`config.mk`:
```
export PLATFORM = sky130hd
export DESIGN_NAME = swcfg_seq
export DESIGN_NICKNAME = d
export VERILOG_FILES = /design/src/rtl/swcfg_pkg.sv /design/src/rtl/swcfg_gap_timer.sv /design/src/rtl/swcfg_try_counter.sv /design/src/rtl/swcfg_seq.sv
export SDC_FILE = /design/constraint.sdc
export NUM_CORES = 1
export LEC_CHECK = 0
export BUFFER_PORTS_ARGS = -buffer_cell sky130_fd_sc_hd__buf_2
export CORE_MARGIN = 2
export CORE_UTILIZATION = 55
export CTS_CLUSTER_SIZE = 28
export DETAILED_ROUTE_END_ITERATION = 7
export PLACE_DENSITY_LB_ADDON = 0.1
export RECOVER_POWER = 50
export SETUP_SLACK_MARGIN = 0.05
export SYNTH_ARGS = -nofsm -noshare
export SYNTH_HDL_FRONTEND = slang
export SYNTH_HIERARCHICAL = 1
export SYNTH_SLANG_ARGS = --single-unit
```
`constraint.sdc`:
```
create_clock -name clk -period 5.28 [get_ports clk]
set_input_delay 0.792 -clock clk [delete_from_list [all_inputs] [get_ports clk]]
set_output_delay 0.792 -clock clk [all_outputs]
set_load 0.005 [all_outputs]
```
`src/rtl/swcfg_pkg.sv`:
```
package swcfg_pkg;

  localparam logic [4:0]  GLB_DEV    = 5'h1B;
  localparam logic [4:0]  CTL_REG    = 5'h04;
  localparam logic [4:0]  STS_REG    = 5'h00;
  localparam int          POLL_BIT   = 14;
  localparam logic [15:0] RESET_WORD = 16'hC400;
  localparam logic [15:0] RST_MASK   = 16'hC800;

  typedef enum logic [1:0] {
    RES_OK   = 2'd0,
    RES_XFER = 2'd1,
    RES_TMO  = 2'd2
  } res_e;

  typedef enum logic [2:0] {
    S_IDLE,
    S_CRD,
    S_CWR,
    S_SRD,
    S_GAP,
    S_FETCH,
    S_LOAD,
    S_TWR
  } st_e;

  typedef enum logic [1:0] {
    P_DIS,
    P_EN,
    P_RST
  } ph_e;

endpackage

```
`src/rtl/swcfg_gap_timer.sv`:
```
module swcfg_gap_timer #(
  parameter int GAP_CYCLES = 100000
) (
  input  logic clk,
  input  logic rst,
  input  logic load,
  output logic zero
);
  localparam int W = $clog2(GAP_CYCLES + 1);

  logic [W-1:0] cnt;

  always_ff @(posedge clk) begin
    if (rst)
      cnt <= '0;
    else if (load)
      cnt <= W'(GAP_CYCLES);
    else if (cnt != '0)
      cnt <= cnt - 1'b1;
  end

  assign zero = (cnt == '0);
endmodule

```
`src/rtl/swcfg_try_counter.sv`:
```
module swcfg_try_counter #(
  parameter int MAX_POLLS = 1000
) (
  input  logic clk,
  input  logic rst,
  input  logic clr,
  input  logic inc,
  output logic last
);
  localparam int W = (MAX_POLLS > 2) ? $clog2(MAX_POLLS) : 1;

  logic [W-1:0] cnt;

  always_ff @(posedge clk) begin
    if (rst || clr)
      cnt <= '0;
    else if (inc)
      cnt <= cnt + 1'b1;
  end

  assign last = (cnt == W'(MAX_POLLS - 1));
endmodule

```
`src/rtl/swcfg_seq.sv`:
```
module swcfg_seq
  import swcfg_pkg::*;
#(
  parameter int MAX_ENTRIES = 16,
  parameter int MAX_POLLS   = 1000,
  parameter int GAP_CYCLES  = 100000,
  localparam int IDX_W = (MAX_ENTRIES > 1) ? $clog2(MAX_ENTRIES) : 1,
  localparam int CNT_W = $clog2(MAX_ENTRIES + 1)
) (
  input  logic             clk,
  input  logic             rst,
  input  logic             start,
  input  logic             cmd_reset,
  input  logic [CNT_W-1:0] entry_count,
  output logic [IDX_W-1:0] tbl_idx,
  input  logic [4:0]       ent_port,
  input  logic [4:0]       ent_reg,
  input  logic [15:0]      ent_value,
  output logic             req_valid,
  output logic             req_write,
  output logic [4:0]       req_dev,
  output logic [4:0]       req_reg,
  output logic [15:0]      req_wdata,
  input  logic             rsp_valid,
  input  logic             rsp_err,
  input  logic [15:0]      rsp_rdata,
  output logic             busy,
  output logic             done,
  output logic [1:0]       result
);

  st_e              state;
  ph_e              phase;
  logic [CNT_W-1:0] cnt_q;
  logic             wr_failed;

  logic             cond_met;
  logic             poll_ok;
  logic             try_last;
  logic             try_clr;
  logic             retry;
  logic             gap_zero;
  logic [15:0]      ctl_next;
  logic             last_entry;

  // poll condition for the active phase
  always_comb begin
    unique case (phase)
      P_DIS:   cond_met = (rsp_rdata[15:14] != 2'b11);
      P_EN:    cond_met = (rsp_rdata[15:14] == 2'b11);
      default: cond_met = ((rsp_rdata & RST_MASK) != RST_MASK);
    endcase
  end

  // control word written back after the control read
  always_comb begin
    unique case (phase)
      P_DIS:   ctl_next = rsp_rdata & ~(16'h1 << POLL_BIT);
      P_EN:    ctl_next = rsp_rdata | (16'h1 << POLL_BIT);
      default: ctl_next = RESET_WORD;
    endcase
  end

  assign poll_ok    = !rsp_err && cond_met;
  assign try_clr    = (state == S_CWR) && rsp_valid && !rsp_err;
  assign retry      = (state == S_SRD) && rsp_valid && !poll_ok && !try_last;
  assign last_entry = ((CNT_W'(tbl_idx) + CNT_W'(1)) == cnt_q);

  swcfg_try_counter #(.MAX_POLLS(MAX_POLLS)) u_tries (
    .clk  (clk),
    .rst  (rst),
    .clr  (try_clr),
    .inc  (retry),
    .last (try_last)
  );

  swcfg_gap_timer #(.GAP_CYCLES(GAP_CYCLES)) u_gap (
    .clk  (clk),
    .rst  (rst),
    .load (retry),
    .zero (gap_zero)
  );

  always_ff @(posedge clk) begin
    if (rst) begin
      state     <= S_IDLE;
      phase     <= P_DIS;
      cnt_q     <= '0;
      wr_failed <= 1'b0;
      tbl_idx   <= '0;
      req_valid <= 1'b0;
      req_write <= 1'b0;
      req_dev   <= '0;
      req_reg   <= '0;
      req_wdata <= '0;
      busy      <= 1'b0;
      done      <= 1'b0;
      result    <= RES_OK;
    end else begin
      req_valid <= 1'b0;
      done      <= 1'b0;
      unique case (state)
        S_IDLE: begin
          if (start) begin
            busy      <= 1'b1;
            wr_failed <= 1'b0;
            cnt_q     <= entry_count;
            phase     <= cmd_reset ? P_RST : P_DIS;
            req_valid <= 1'b1;
            req_write <= 1'b0;
            req_dev   <= GLB_DEV;
            req_reg   <= CTL_REG;
            state     <= S_CRD;
          end
        end

        S_CRD: begin
          if (rsp_valid) begin
            if (rsp_err) begin
              busy   <= 1'b0;
              done   <= 1'b1;
              result <= RES_XFER;
              state  <= S_IDLE;
            end else begin
              req_valid <= 1'b1;
              req_write <= 1'b1;
              req_dev   <= GLB_DEV;
              req_reg   <= CTL_REG;
              req_wdata <= ctl_next;
              state     <= S_CWR;
            end
          end
        end

        S_CWR: begin
          if (rsp_valid) begin
            if (rsp_err) begin
              busy   <= 1'b0;
              done   <= 1'b1;
              result <= RES_XFER;
              state  <= S_IDLE;
            end else begin
              req_valid <= 1'b1;
              req_write <= 1'b0;
              req_dev   <= GLB_DEV;
              req_reg   <= STS_REG;
              state     <= S_SRD;
            end
          end
        end

        S_SRD: begin
          if (rsp_valid) begin
            if (poll_ok) begin
              unique case (phase)
                P_DIS: begin
                  if (cnt_q == '0) begin
                    phase     <= P_EN;
                    req_valid <= 1'b1;
                    req_write <= 1'b0;
                    req_dev   <= GLB_DEV;
                    req_reg   <= CTL_REG;
                    state     <= S_CRD;
                  end else begin
                    tbl_idx <= '0;
                    state   <= S_FETCH;
                  end
                end
                default: begin
                  busy   <= 1'b0;
                  done   <= 1'b1;
                  result <= wr_failed ? RES_XFER : RES_OK;
                  state  <= S_IDLE;
                end
              endcase
            end else if (try_last) begin
              busy   <= 1'b0;
              done   <= 1'b1;
              result <= wr_failed ? RES_XFER : RES_TMO;
              state  <= S_IDLE;
            end else begin
              state <= S_GAP;
            end
          end
        end

        S_GAP: begin
          if (gap_zero) begin
            req_valid <= 1'b1;
            req_write <= 1'b0;
            req_dev   <= GLB_DEV;
            req_reg   <= STS_REG;
            state     <= S_SRD;
          end
        end

        S_FETCH: state <= S_LOAD;

        S_LOAD: begin
          req_valid <= 1'b1;
          req_write <= 1'b1;
          req_dev   <= ent_port;
          req_reg   <= ent_reg;
          req_wdata <= ent_value;
          state     <= S_TWR;
        end

        S_TWR: begin
          if (rsp_valid) begin
            if (rsp_err || last_entry) begin
              if (rsp_err) wr_failed <= 1'b1;
              phase     <= P_EN;
              req_valid <= 1'b1;
              req_write <= 1'b0;
              req_dev   <= GLB_DEV;
              req_reg   <= CTL_REG;
              state     <= S_CRD;
            end else begin
              tbl_idx <= tbl_idx + 1'b1;
              state   <= S_FETCH;
            end
          end
        end

        default: state <= S_IDLE;
      endcase
    end
  end

endmodule

```
==> results.yml <==
global_route:
  track_usage_pct: 24.7
  grt_overflow: 0
  antenna_found_initial: 0
  first_global_vias: 3394
  grt_pass1_wl_um: 15000
  grt_max_degree: 42
timing:
  period_share_pct: 57.2
  finalHoldViolCount: 0
  skew_ns: 0.0118
  timing.final.crit_period_ns: 3.02
  drv_slew: 0
  fmax_mhz: 331
  maxSlewHeadroom_pct: 27.5
  final.setup.tns_ns: 0
  setup_viol: 0
  tightest_slew_ns: 1.09
  rsz0062_at_grt: "no"
worst_setup_path:
  r2r_start: "state[0]"
  required_ns: 5.56
  cp_max_fo: 12
  worst_setup_path_end_kind: "flip-flop"
  cp.arrival_ns: 3.30
  worstReg2RegEnd: "req_wdata[15]"
  rrSetupSlack_ns: 2.32
  startpoint_type: "primary input"
  crit_path_start: "rsp_rdata[15]"
  worstRegToRegCells: 5
  crit_type: "in -> reg"
synth:
  syn_area_per_cell_sq_um: 8.28
  synth_cell_types: 61
  async_reset_ff_share_pct: 0
  synth_enable_flop_cells: 0
  ys_seq_area_share_pct: 39.7
  yosys_warnings: 6
  synth.largest_area_cell: "dfxtp_1"
  synth_flop_cell: "dfxtp_1"
  synthTopCellsByArea: "dfxtp_1 (40%), nor2_1 (5.5%), a21oi_1 (4.8%), nor3_1 (3.8%), nand2_1 (3.0%)"
  syn-cell-area_sq_um: 3730
  syn_nets: 506
  synth_top_area_share_pct: 39.7
  synthCells: 450
  ys_seq_elements: 74
pwr:
  finalPower_mw: 2.04
  cellPowerDensity_nw_per_um2: 472
  vdd_drop_max_v: 0.000218
  cellLeakagePower_nw: 1.71
cells_and_area:
  layout-drive-gt1-share_pct: 19.3
  fin_cells: 609
  final_nets: 582
  largest_reg_flops: 17
  regArea_sq_um: 1480
  fin_area_sq_um: 4310
  reg_top3: "u_gap/cnt (17), req_wdata (16), u_tries/cnt (10)"
  n_antenna_cell: 0
  regMostFlops: "u_gap/cnt"
  multiInputGateArea_sq_um: 2090
  nFillCells: 618
  syn_to_final_growth_pct: 15.7
status:
  outcome: "completed"
placed_design:
  post-dp-hpwl_um: 6370
  dpl-instance-area_sq_um: 4190
  place_congestion: 0.784
  dp.cells: 595
  io_buffers: 88
clocking:
  clock_latency_ns: 0.35
  cts_tree: "built"
  clockBufferDepth: 2
  cts_htree_levels: 3
  hold_buffers: 0
  post_cts_resized: 0
  postCtsSetupRepairBufs: 0
  cts_made_buffers: 9
  clk_pin_slew_ns: 0.08
  root_buffer: "clkbuf_8"
  clkSinkCount: 74
detailed_routing:
  ant_nets: 0
  dr_wl_met3_um: 473
  wire_per_inst_um: 14.7
  vias: 3595
  drt_wl_total_um: 8970
  maxUsedRoutingLayer: "met4"
  wl_met2_um: 4400
  via_per_inst: 5.90
  detail_route.first_pass.iterations: 4
  first_iter_violations: 117
  drcViolationCount: 0
  met1Wirelength_um: 3960
min_path:
  whs_endpoint: "result[1]"
  timing.hold.worst_path_depth: 2
  worstHoldStart: "result[1]"
  hold_class: "reg -> reg"
die:
  dieArea_sq_um: 7450
  die_y_um: 86.3
  io_pins: 89
  num_rows: 30
  die_x_um: 86.3
  start_util_pct: 55.8
  coreArea_sq_um: 6680
job:
  cap_violations: 0
-- routing by layer --
layer,vias to the layer above,global-route usage (%)
li1,1814,-
met3,13,7.33
met4,0,8.66
met2,80,41.0
met5,-,0
met1,1688,30.6
-- Yosys cell counts (3+ instances only) --
cell      instances
mux2i_1          11
a211oi_1         14
nor4_1            5
or4_4             3
and3_1           16
or2_2             4
buf_2             5
xnor2_1           4
nor3_1           28
o21ai_0          20
a221oi_1          3
o31ai_1           8
xor2_1            5
o41ai_1           3
inv_1            11
a21oi_1          36
dfxtp_1          74
a31oi_1           8
or4_1             6
o211ai_1          3
nand2_1          30
nand4_1           8
nand3_1           9
ha_1              3
or3_1            15
nor2_1           55
clkbuf_1         19
-- critical path, cell delays in order --
cell and delay (ns):
clkbuf_1 0.14, and3_1 0.20, o311a_1 0.38, nor2_1 0.11, nand2_1 0.08, nor2_1 0.65
nand4_4 0.26, or4_1 0.56, a21oi_1 0.14
-- where the power goes --
group          leakage [nW]  switching, mW  total (mW)  internal (mW)
Clock                0.0810          0.200       0.377          0.177
Combinational          1.03          0.478       0.844          0.366
Sequential            0.604          0.137       0.817          0.680
Total                  1.71          0.815        2.04           1.22
-- metrics by stage --
step	setup WS, ns	utilization (%)	hold WS (ns)
final	2.26	64.6	0.454
after global routing	1.98	64.6	0.475
after CTS	2.31	65.0	0.457
after detailed placement	1.94	62.6	0.445
after global placement	2.04	62.6	0.437
after floorplan	2.55	-	0.442
-- logic make-up after synthesis --
logic type	synth area share, %
simple gates	29.7
compound gates	20.4
flops	39.7
buf+inv	4.03
mux	2.95
xor+xnor	2.11
fa+ha+maj	1.01
-- cell type report --
type | count | area share (%)
multi-input combinational | 338 | 48.5
clock buffer | 11 | 3.28
sequential | 74 | 34.3
inverter | 12 | 1.04
tap | 80 | 2.32
timing repair buffer | 91 | 10.1
clock inverter | 3 | 0.406
-- how the worst max path moves through the flow --
stage,end,slack (ns),depth (start not counted)
after global routing,u_tries/cnt[7],1.98,7
after floorplan,u_tries/cnt[7],2.55,9
after detailed placement,u_tries/cnt[7],1.94,9
after CTS,u_tries/cnt[7],2.31,9
after global placement,u_tries/cnt[7],2.04,9
final,u_tries/cnt[7],2.26,9
-- placed cells by master (no fill, tap or decap), types with 2 or more instances in the layout --
master / instances
a211o_1: 2
a211oi_1: 14
a21oi_1: 36
a221oi_1: 3
a311oi_1: 2
a31oi_1: 8
and3_1: 16
and4b_1: 2
buf_2: 67
buf_4: 3
clkbuf_1: 21
clkbuf_8: 10
clkinv_2: 2
dfxtp_1: 74
ha_1: 3
inv_1: 11
mux2i_1: 11
nand2_1: 30
nand2b_1: 2
nand3_1: 9
nand4_1: 8
nor2_1: 55
nor2b_1: 2
nor3_1: 28
nor3_2: 2
nor4_1: 5
o211ai_1: 3
o21a_1: 2
o21ai_0: 20
o31ai_1: 8
o41ai_1: 3
or2_2: 3
or3_1: 15
or3_2: 2
or3_4: 2
or4_1: 7
or4_4: 2
or4b_1: 2
xnor2_1: 4
xor2_1: 5
No activity file was read; power rests on OpenSTA's default activity.
